===== src/rtl/kbmd_pkg.sv =====
package kbmd_pkg;

  typedef enum logic [1:0] {
    MD_WAIT  = 2'd0,
    MD_PROBE = 2'd1,
    MD_FINAL = 2'd2
  } md_state_t;

  // width of a counter that must hold values 0..lim
  function automatic int cnt_width(input int lim);
    return (lim < 2) ? 1 : $clog2(lim + 1);
  endfunction

  // edge index, relative to probe start, of the k-th low-phase sample (k >= 1)
  function automatic int sample_edge(input int half, input int k);
    return 2 * half * k;
  endfunction

endpackage


===== src/rtl/kbmd_arm.sv =====
// Counts consecutive high cycles of the data input while waiting; fires once.
module kbmd_arm #(
  parameter int START_CYC = 50000
) (
  input  logic clk,
  input  logic rst_n,
  input  logic waiting,
  input  logic din,
  output logic arm
);
  import kbmd_pkg::*;
  localparam int AW = cnt_width(START_CYC);

  logic [AW-1:0] hi_cnt;
  logic          at_lim;

  assign at_lim = (hi_cnt == AW'(START_CYC - 1));
  assign arm    = waiting && din && at_lim;

  always_ff @(posedge clk) begin
    if (!rst_n) begin
      hi_cnt <= '0;
    end else if (!waiting || !din) begin
      hi_cnt <= '0;
    end else if (!at_lim) begin
      hi_cnt <= hi_cnt + AW'(1);
    end
  end
endmodule


===== src/rtl/kbmd_probe.sv =====
// Generates the probe square wave, the sample strobe and the timeout strobe.
module kbmd_probe #(
  parameter int HALF_CYC    = 11000,
  parameter int TIMEOUT_CYC = 3200000
) (
  input  logic clk,
  input  logic rst_n,
  input  logic run,
  output logic probe_level,
  output logic sample_evt,
  output logic timeout_evt
);
  import kbmd_pkg::*;
  localparam int PW = cnt_width(HALF_CYC);
  localparam int TW = cnt_width(TIMEOUT_CYC);

  logic [PW-1:0] ph_cnt;
  logic          low_phase;
  logic [TW-1:0] to_cnt;
  logic          ph_end;

  assign ph_end      = (ph_cnt == PW'(HALF_CYC - 1));
  assign probe_level = ~low_phase;
  assign sample_evt  = run && low_phase && ph_end;
  assign timeout_evt = run && (to_cnt == TW'(TIMEOUT_CYC - 1));

  always_ff @(posedge clk) begin
    if (!rst_n || !run) begin
      ph_cnt    <= '0;
      low_phase <= 1'b0;
      to_cnt    <= '0;
    end else begin
      if (ph_end) begin
        ph_cnt    <= '0;
        low_phase <= ~low_phase;
      end else begin
        ph_cnt <= ph_cnt + PW'(1);
      end
      if (!timeout_evt) to_cnt <= to_cnt + TW'(1);
    end
  end
endmodule


===== src/rtl/kbmd_judge.sv =====
// Counts consecutive low-phase samples in which the input echoed low.
module kbmd_judge #(
  parameter int ECHO_NEED = 2
) (
  input  logic clk,
  input  logic rst_n,
  input  logic run,
  input  logic sample_evt,
  input  logic din,
  output logic pick_ps2
);
  import kbmd_pkg::*;
  localparam int HW = cnt_width(ECHO_NEED);

  logic [HW-1:0] hits;

  assign pick_ps2 = sample_evt && !din && (hits == HW'(ECHO_NEED - 1));

  always_ff @(posedge clk) begin
    if (!rst_n || !run) begin
      hits <= '0;
    end else if (sample_evt) begin
      hits <= din ? '0 : (hits + HW'(1));
    end
  end
endmodule


===== src/rtl/kbmd_detect.sv =====
module kbmd_detect #(
  parameter int START_CYC   = 50000,
  parameter int HALF_CYC    = 11000,
  parameter int TIMEOUT_CYC = 3200000,
  parameter int ECHO_NEED   = 2
) (
  input  logic clk,
  input  logic rst_n,
  input  logic kbd_din,
  input  logic kbd_dout_sys,
  output logic kbd_dout,
  output logic mode_ps2,
  output logic detect_done
);
  import kbmd_pkg::*;

  md_state_t state;
  logic      waiting;
  logic      probe_on;
  logic      arm;
  logic      probe_level;
  logic      sample_evt;
  logic      timeout_evt;
  logic      pick_ps2;

  assign waiting  = (state == MD_WAIT);
  assign probe_on = (state == MD_PROBE);

  kbmd_arm #(.START_CYC(START_CYC)) u_arm (
    .clk(clk), .rst_n(rst_n), .waiting(waiting), .din(kbd_din), .arm(arm)
  );

  kbmd_probe #(.HALF_CYC(HALF_CYC), .TIMEOUT_CYC(TIMEOUT_CYC)) u_probe (
    .clk(clk), .rst_n(rst_n), .run(probe_on), .probe_level(probe_level),
    .sample_evt(sample_evt), .timeout_evt(timeout_evt)
  );

  kbmd_judge #(.ECHO_NEED(ECHO_NEED)) u_judge (
    .clk(clk), .rst_n(rst_n), .run(probe_on), .sample_evt(sample_evt),
    .din(kbd_din), .pick_ps2(pick_ps2)
  );

  always_ff @(posedge clk) begin
    if (!rst_n) begin
      state       <= MD_WAIT;
      mode_ps2    <= 1'b0;
      detect_done <= 1'b0;
    end else begin
      unique case (state)
        MD_WAIT:  if (arm) state <= MD_PROBE;
        MD_PROBE: begin
          if (pick_ps2) begin
            state       <= MD_FINAL;
            mode_ps2    <= 1'b1;
            detect_done <= 1'b1;
          end else if (timeout_evt) begin
            state       <= MD_FINAL;
            mode_ps2    <= 1'b0;
            detect_done <= 1'b1;
          end
        end
        default:  state <= MD_FINAL;
      endcase
    end
  end

  always_comb begin
    if (detect_done)   kbd_dout = kbd_dout_sys;
    else if (probe_on) kbd_dout = probe_level;
    else               kbd_dout = 1'b1;
  end
endmodule


===== config.mk =====
export PLATFORM = sky130hd
export DESIGN_NAME = kbmd_detect
export DESIGN_NICKNAME = d
export VERILOG_FILES = /design/src/rtl/kbmd_pkg.sv /design/src/rtl/kbmd_arm.sv /design/src/rtl/kbmd_probe.sv /design/src/rtl/kbmd_judge.sv /design/src/rtl/kbmd_detect.sv
export SDC_FILE = /design/constraint.sdc
export NUM_CORES = 1
export LEC_CHECK = 0
export CORE_UTILIZATION = 65
export DETAILED_ROUTE_END_ITERATION = 12
export GPL_TIMING_DRIVEN = 0
export HOLD_SLACK_MARGIN = 0.02
export PLACE_DENSITY = 0.83
export SYNTH_ARGS = -nofsm -noshare
export SYNTH_HDL_FRONTEND = slang
export SYNTH_SLANG_ARGS = --single-unit

===== constraint.sdc =====
create_clock -name clk -period 5.6 [get_ports clk]
set_input_delay 0.56 -clock clk [delete_from_list [all_inputs] [get_ports clk]]
set_output_delay 0.56 -clock clk [all_outputs]
set_load 0.02 [all_outputs]

# Word level (Yosys, flattened, before mapping)
# Index checks and enable logic that the tools add are counted.
# W data, S select, Z words.
[word_totals]
in_bits = 4
output_inout_bits = 3
register_bits = 59
[classes]
eq_ne = 7
bitwise_logic = 2
n_addsub = 4
mux = 11
reduce_logical = 19
[op_table]
columns = ["operator", "n"]
rows = [
  ["$add A22 B1 Y22 const B", 1],
  ["$eq A22 B22 Y1 const B", 1],
  ["$add A16 B1 Y16 const B", 1],
  ["$eq A16 B16 Y1 const B", 1],
  ["$add A14 B1 Y14 const B", 1],
  ["$eq A14 B14 Y1 const B", 1],
  ["$mux W2", 4],
  ["$logic_and A1 B1 Y1", 7],
  ["$mux W1", 6],
  ["$eq A2 B1 Y1 const B", 2],
  ["$logic_not A1 Y1", 4],
  ["$pmux W2 S2", 1],
  ["$reduce_and A2 Y1", 2],
  ["$reduce_or A2 Y1", 2],
  ["$ne A3 B3 Y1 const B", 1],
  ["$add A2 B1 Y2 const B", 1],
  ["$logic_not A2 Y1", 1],
  ["$logic_or A1 B1 Y1", 2],
  ["$ne A2 B2 Y1 const B", 1],
  ["$not A1 Y1", 2],
  ["$reduce_bool A2 Y1", 1],
]

# Longest topological paths before layout
[depth]
word_depth = 7
mapped_depth = 6

# Modules after synthesis
# Synthesis repeated with hierarchy kept, for this count alone.
[unflattened]
cells_unflattened = 332
area_unflattened_um2 = 2845.2
[by_module_without_submodules]
columns = ["mod", "area_per_inst_um2", "seq_area_each_um2", "cells_per_inst", "n_inst"]
rows = [
  ["kbmd_probe", 1798.0, 740.7, 215, 1],
  ["kbmd_arm", 748.2, 320.3, 85, 1],
  ["kbmd_detect", 190.2, 80.1, 20, 1],
  ["kbmd_judge", 108.9, 40.0, 12, 1],
]

# Worst setup path before layout
# Ideal clock, no wire load.
[synth_timing]
kind = "register to register"
startpoint = "register u_arm.hi_cnt[4]"
endpoint = "register u_arm.hi_cnt[0]"
n_path_buf = 1
required_ps = 5472
period_less_slack_ps = 1813
path_stages_with_launch = 6
setup_slack_ps = 3787
t_arrival_ps = 1686
path_cell_list = "dfxtp_1 > clkbuf_1 > or4b_1 > or4_1 > xnor2_1 > nor2_1"
[synth_via]
elab_chain_len = 1
[synth_lines]
columns = ["element", "line_no", "source"]
rows = [
  ["start: declaration", "kbmd_arm.sv:14", "logic [AW-1:0] hi_cnt;"],
  ["start signal: assignment", "kbmd_arm.sv:26", "hi_cnt <= hi_cnt + AW'(1);"],
  ["$eq A16 B16 Y1", "kbmd_arm.sv:17", "assign at_lim = (hi_cnt == AW'(START_CYC - 1));"],
]
# No other way between the ends.
# A chain may end at the register's enable or synchronous reset.

# Worst setup path in the final report
[layout_timing]
startpoint = "register state[0]"
endpoint = "output kbd_dout"
[layout_via]
elab_chain_len = 3
[layout_lines]
columns = ["element", "line_no", "source"]
rows = [
  ["start: declaration", "kbmd_detect.sv:17", "md_state_t state;"],
  ["start signal: assignment", "kbmd_detect.sv:45", "state <= MD_WAIT;"],
  ["start signal: assignment", "kbmd_detect.sv:50", "MD_WAIT: if (arm) state <= MD_PROBE;"],
  ["start signal: assignment", "kbmd_detect.sv:53", "state <= MD_FINAL;"],
  ["$eq A2 B1 Y1", "kbmd_detect.sv:27", "assign probe_on = (state == MD_PROBE);"],
  ["$mux W1", "kbmd_detect.sv:69", "else if (probe_on) kbd_dout = probe_level;"],
  ["$mux W1", "kbmd_detect.sv:68", "if (detect_done) kbd_dout = kbd_dout_sys;"],
  ["end: declaration", "kbmd_detect.sv:11", "output logic kbd_dout,"],
]
# No other way between the ends.

==> key figures <==
Status
  – Status: complete, no violations

Cells and area
  – Area delta synth->final: 11.4%
  – Fillers: 319
  – # nets final: around 360
  – Layout cells sized above 1: under 10%
  – Multi-input combinational cell area: about 1600 sq um
  – Core Util, Final: ~77%
  – Antenna Cells: 0
  – Register Area: approximately 1200 sq um

Detailed routing
  – Antenna Nets Post-Route: 0
  – Via Count: 2459
  – Initial DRC Count: approximately 180
  – DR DRC count: 0
  – Detailed Route WL: between 6000 and 7000 um
  – Pre-antenna DRT Iters: 4
  – DR WL/cell: roughly 15 um
  – Vias per cell: around 6.1

Logic synthesis
  – Ys async rst share: 0%
  – Synth top area share: between 40% and 50%
  – Sequential area share after synthesis: between 40% and 50%
  – Syn. warnings: 0
  – Synth cell types: between 40 and 50
  – Post-synth EDFFs: 0
  – Syn Area/Cell: 8.57 sq um
  – Synthesized instance count: approximately 330
  – Top_reg_cell synth: dfxtp_1
  – Area leader, netlist: dfxtp_1
  – Flip-flop and latch count after synthesis: 59
  – Cell Area, Synth: 2850 sq um
  – Syn_nets: 341
  – Synth area leaders: dfxtp_1 (41%), nor2_1 (5.1%), xor2_1 (4.6%)

Placed design
  – GPL Wtd Cong: roughly 0.88
  – Final HPWL DP: 4170 um
  – Port bufs: 5

Timing
  – Setup TNS: 0 ns
  – Slew HR: around 60%
  – Worst clock skew: roughly 0.0057 ns
  – Post-layout min period: approximately 2.3 ns
  – Slew Limit Fails: 0
  – Actual slew at the worst max-slew pin: between 0.5 and 0.6 ns
  – Setup violations, final: 0
  – Fin. Hold Viols: 0
  – Fmax: 427 MHz
  – Final period utilization: around two fifths
  – RSZ-0062 raised after global routing: false

Clock tree
  – Setup bufs post-CTS: 0
  – Clock buffer count from CTS: 9
  – Root buffer cell: clkbuf_8
  – CTS tree: done
  – Clk sinks: between 50 and 60
  – Post-cts resize count: 0
  – CTS max path bufs: 2
  – Htree depth: 3
  – Hold-fix buffers, CTS: 0
  – Clk slew on worst S/H paths: ~0.060 ns
  – Worst skew pair latency: ~0.34 ns

Die
  – Starting Density: 69.4%
  – CORE AREA: 4120 sq um
  – Total die area: approximately 4700 sq um
  – Num ports: 7
  – Std-Cell Rows: 23
  – Die width: just under 70 um
  – Die Span Y: ~68 um

Power and ir drop
  – Lkg Pwr: 0.995 nW
  – Comb pwr share: 0.9%
  – Clk pwr share: about half
  – Internal power: about 0.66 mW
  – Part of the power in registers: between 50 and 60%
  – Pwr Density: 263 nW/um^2
  – Net Sw Frac: around a fifth
  – Maximum vdd drop: 0.213 mV
  – NetSw: about 0.17 mW

Setup path
  – CP arrival: 1.78 ns
  – Nature of the critical path startpoint: flip-flop
  – Reg2Reg Capture Point: state[0]
  – Crit Path Max Fanout: 5
  – Worst Path Required: roughly 5.0 ns
  – Critical Path Sink Type: output port
  – Worst R2R Path Depth: 6
  – Worst Setup EP: kbd_dout
  – Critical Path Source: state[0]
  – R2R setup slack: ~3.4 ns
  – Setup CP Type: flip-flop to output port
  – Reg2reg start: u_probe.to_cnt[0]

Global route
  – Vias in the first global route: around 2200
  – First-pass GRT wire length: slightly below 10000 um
  – Total grt overflow: 0
  – Antenna violations before repair: 0
  – Total track usage: between 20 and 30%
  – Pin count of the biggest net entering global routing: 11

Job
  – Max-Cap Viols: 0

Worst hold path
  – Hold WC Path Type: flip-flop to flip-flop
==> worst max-delay path, stage by stage, from the launching register on <==
cell	delay, ns
dfxtp_1	0.39
nor2b_1	0.20
nand2_1	0.07
mux2_2	0.25
clkdlybuf4s50_1	0.53
==> how the worst min path moves through the flow <==
| stage | start | to | slack (ns) | depth (start not counted) |
|---|---|---|---|---|
| floorplan | u_probe.ph_cnt[0] | u_probe.ph_cnt[0] | 0.43 | 1 |
| global placement | u_probe.ph_cnt[0] | u_probe.ph_cnt[0] | 0.44 | 1 |
| detailed placement | u_probe.ph_cnt[0] | u_probe.ph_cnt[0] | 0.45 | 1 |
| CTS | u_probe.ph_cnt[0] | u_probe.ph_cnt[0] | 0.46 | 1 |
| global route | u_probe.ph_cnt[0] | u_probe.ph_cnt[0] | 0.49 | 1 |
| finish | u_probe.ph_cnt[0] | u_probe.ph_cnt[0] | 0.46 | 1 |
==> power groups by stage <==
stage | logic (mW) | registers (mW) | clock network [mW]
after CTS | 0.00745 | 0.421 | 0.414
after global routing | 0.00852 | 0.421 | 0.427
after global placement | 0.00719 | 0.430 | 0
after floorplan | 0.00411 | 0.430 | 0
after detailed placement | 0.00740 | 0.430 | 0
final | 0.00738 | 0.421 | 0.409
==> through the flow <==
stage | worst slack (ns) | instances | hold slack, ns | power, mW | instance area (sq um)
after detailed placement | 3.29 | 388 | 0.448 | 0.438 | 2970
after global routing | 3.16 | 404 | 0.487 | 0.857 | 3180
final | 3.26 | 404 | 0.457 | 0.838 | 3180
after floorplan | 3.79 | 333 | 0.426 | 0.434 | 2850
after CTS | 3.24 | 404 | 0.461 | 0.842 | 3180
after global placement | 3.30 | 388 | 0.442 | 0.438 | 2970
==> kinds of logic after synthesis <==
family | synth area share, %
simple gates | 32.5
flops | 41.4
compound gates | 10.5
xor+xnor | 7.98
buf+inv | 3.02
mux | 2.85
fa+ha+maj | 1.75
==> sequential cells by signal, summed over array words and instances (netlist names) <==
register / count
state: 2
detect_done: 1
u_probe.low_phase: 1
u_arm.hi_cnt: 16
mode_ps2: 1
u_probe.to_cnt: 22
u_probe.ph_cnt: 14
u_judge.hits: 2
==> cells in the mapped netlist (4+ instances only) <==
cell / instances
ha_1: 4
dfxtp_1: 59
xnor2_1: 11
and4_1: 9
clkbuf_1: 11
or3_1: 7
nand4_1: 13
inv_1: 7
xor2_1: 15
nor2_1: 39
nor4_1: 4
and3_1: 7
or4_1: 7
nand2_1: 33
mux2i_1: 7
o31ai_1: 7
a21oi_1: 17
o21ai_0: 10
or2_2: 6
nand3_1: 19
==> placed cells by master (no fill, tap or decap), drive strengths merged, types with 2 or more instances in the layout <==
cell | synthesis | routed
dfxtp | 59 | 59
nor2 | 39 | 39
nand2 | 33 | 33
clkbuf | 11 | 23
nand3 | 19 | 19
a21oi | 17 | 17
xor2 | 15 | 15
nand4 | 14 | 14
xnor2 | 11 | 11
o21ai | 10 | 10
and4 | 9 | 9
inv | 7 | 7
or3 | 7 | 7
or4 | 7 | 7
o31ai | 7 | 7
mux2i | 7 | 7
and3 | 7 | 7
or2 | 6 | 6
clkdlybuf4s50 | 0 | 5
nor4 | 5 | 5
ha | 4 | 4
buf | 4 | 4
nor2b | 3 | 3
and2 | 3 | 3
nor4b | 3 | 3
and4b | 3 | 3
a211oi | 3 | 3
nor3 | 3 | 3
a2111o | 2 | 2
or4bb | 2 | 2
clkinv | 0 | 2
==> routing by layer <==
layer	wire length, um	vias to the layer above	track usage [%]
li1	-	1238	-
met1	2780	1153	33.9
met2	2900	57	46.9
met3	228	11	6.17
met4	112	0	16.7
met5	0	-	0
==> area by class of cell <==
| cell class | instances | share of cell area (%) |
|---|---|---|
| clock buffers | 12 | 5.19 |
| multi-input cells | 252 | 49.9 |
| well taps | 50 | 1.97 |
| repair buffers | 5 | 1.57 |
| clock inverters | 4 | 1.50 |
| inverters | 7 | 0.826 |
| flip-flops and latches | 59 | 37.2 |
| plain buffers | 15 | 1.89 |
No activity file was read; power rests on OpenSTA's default activity.
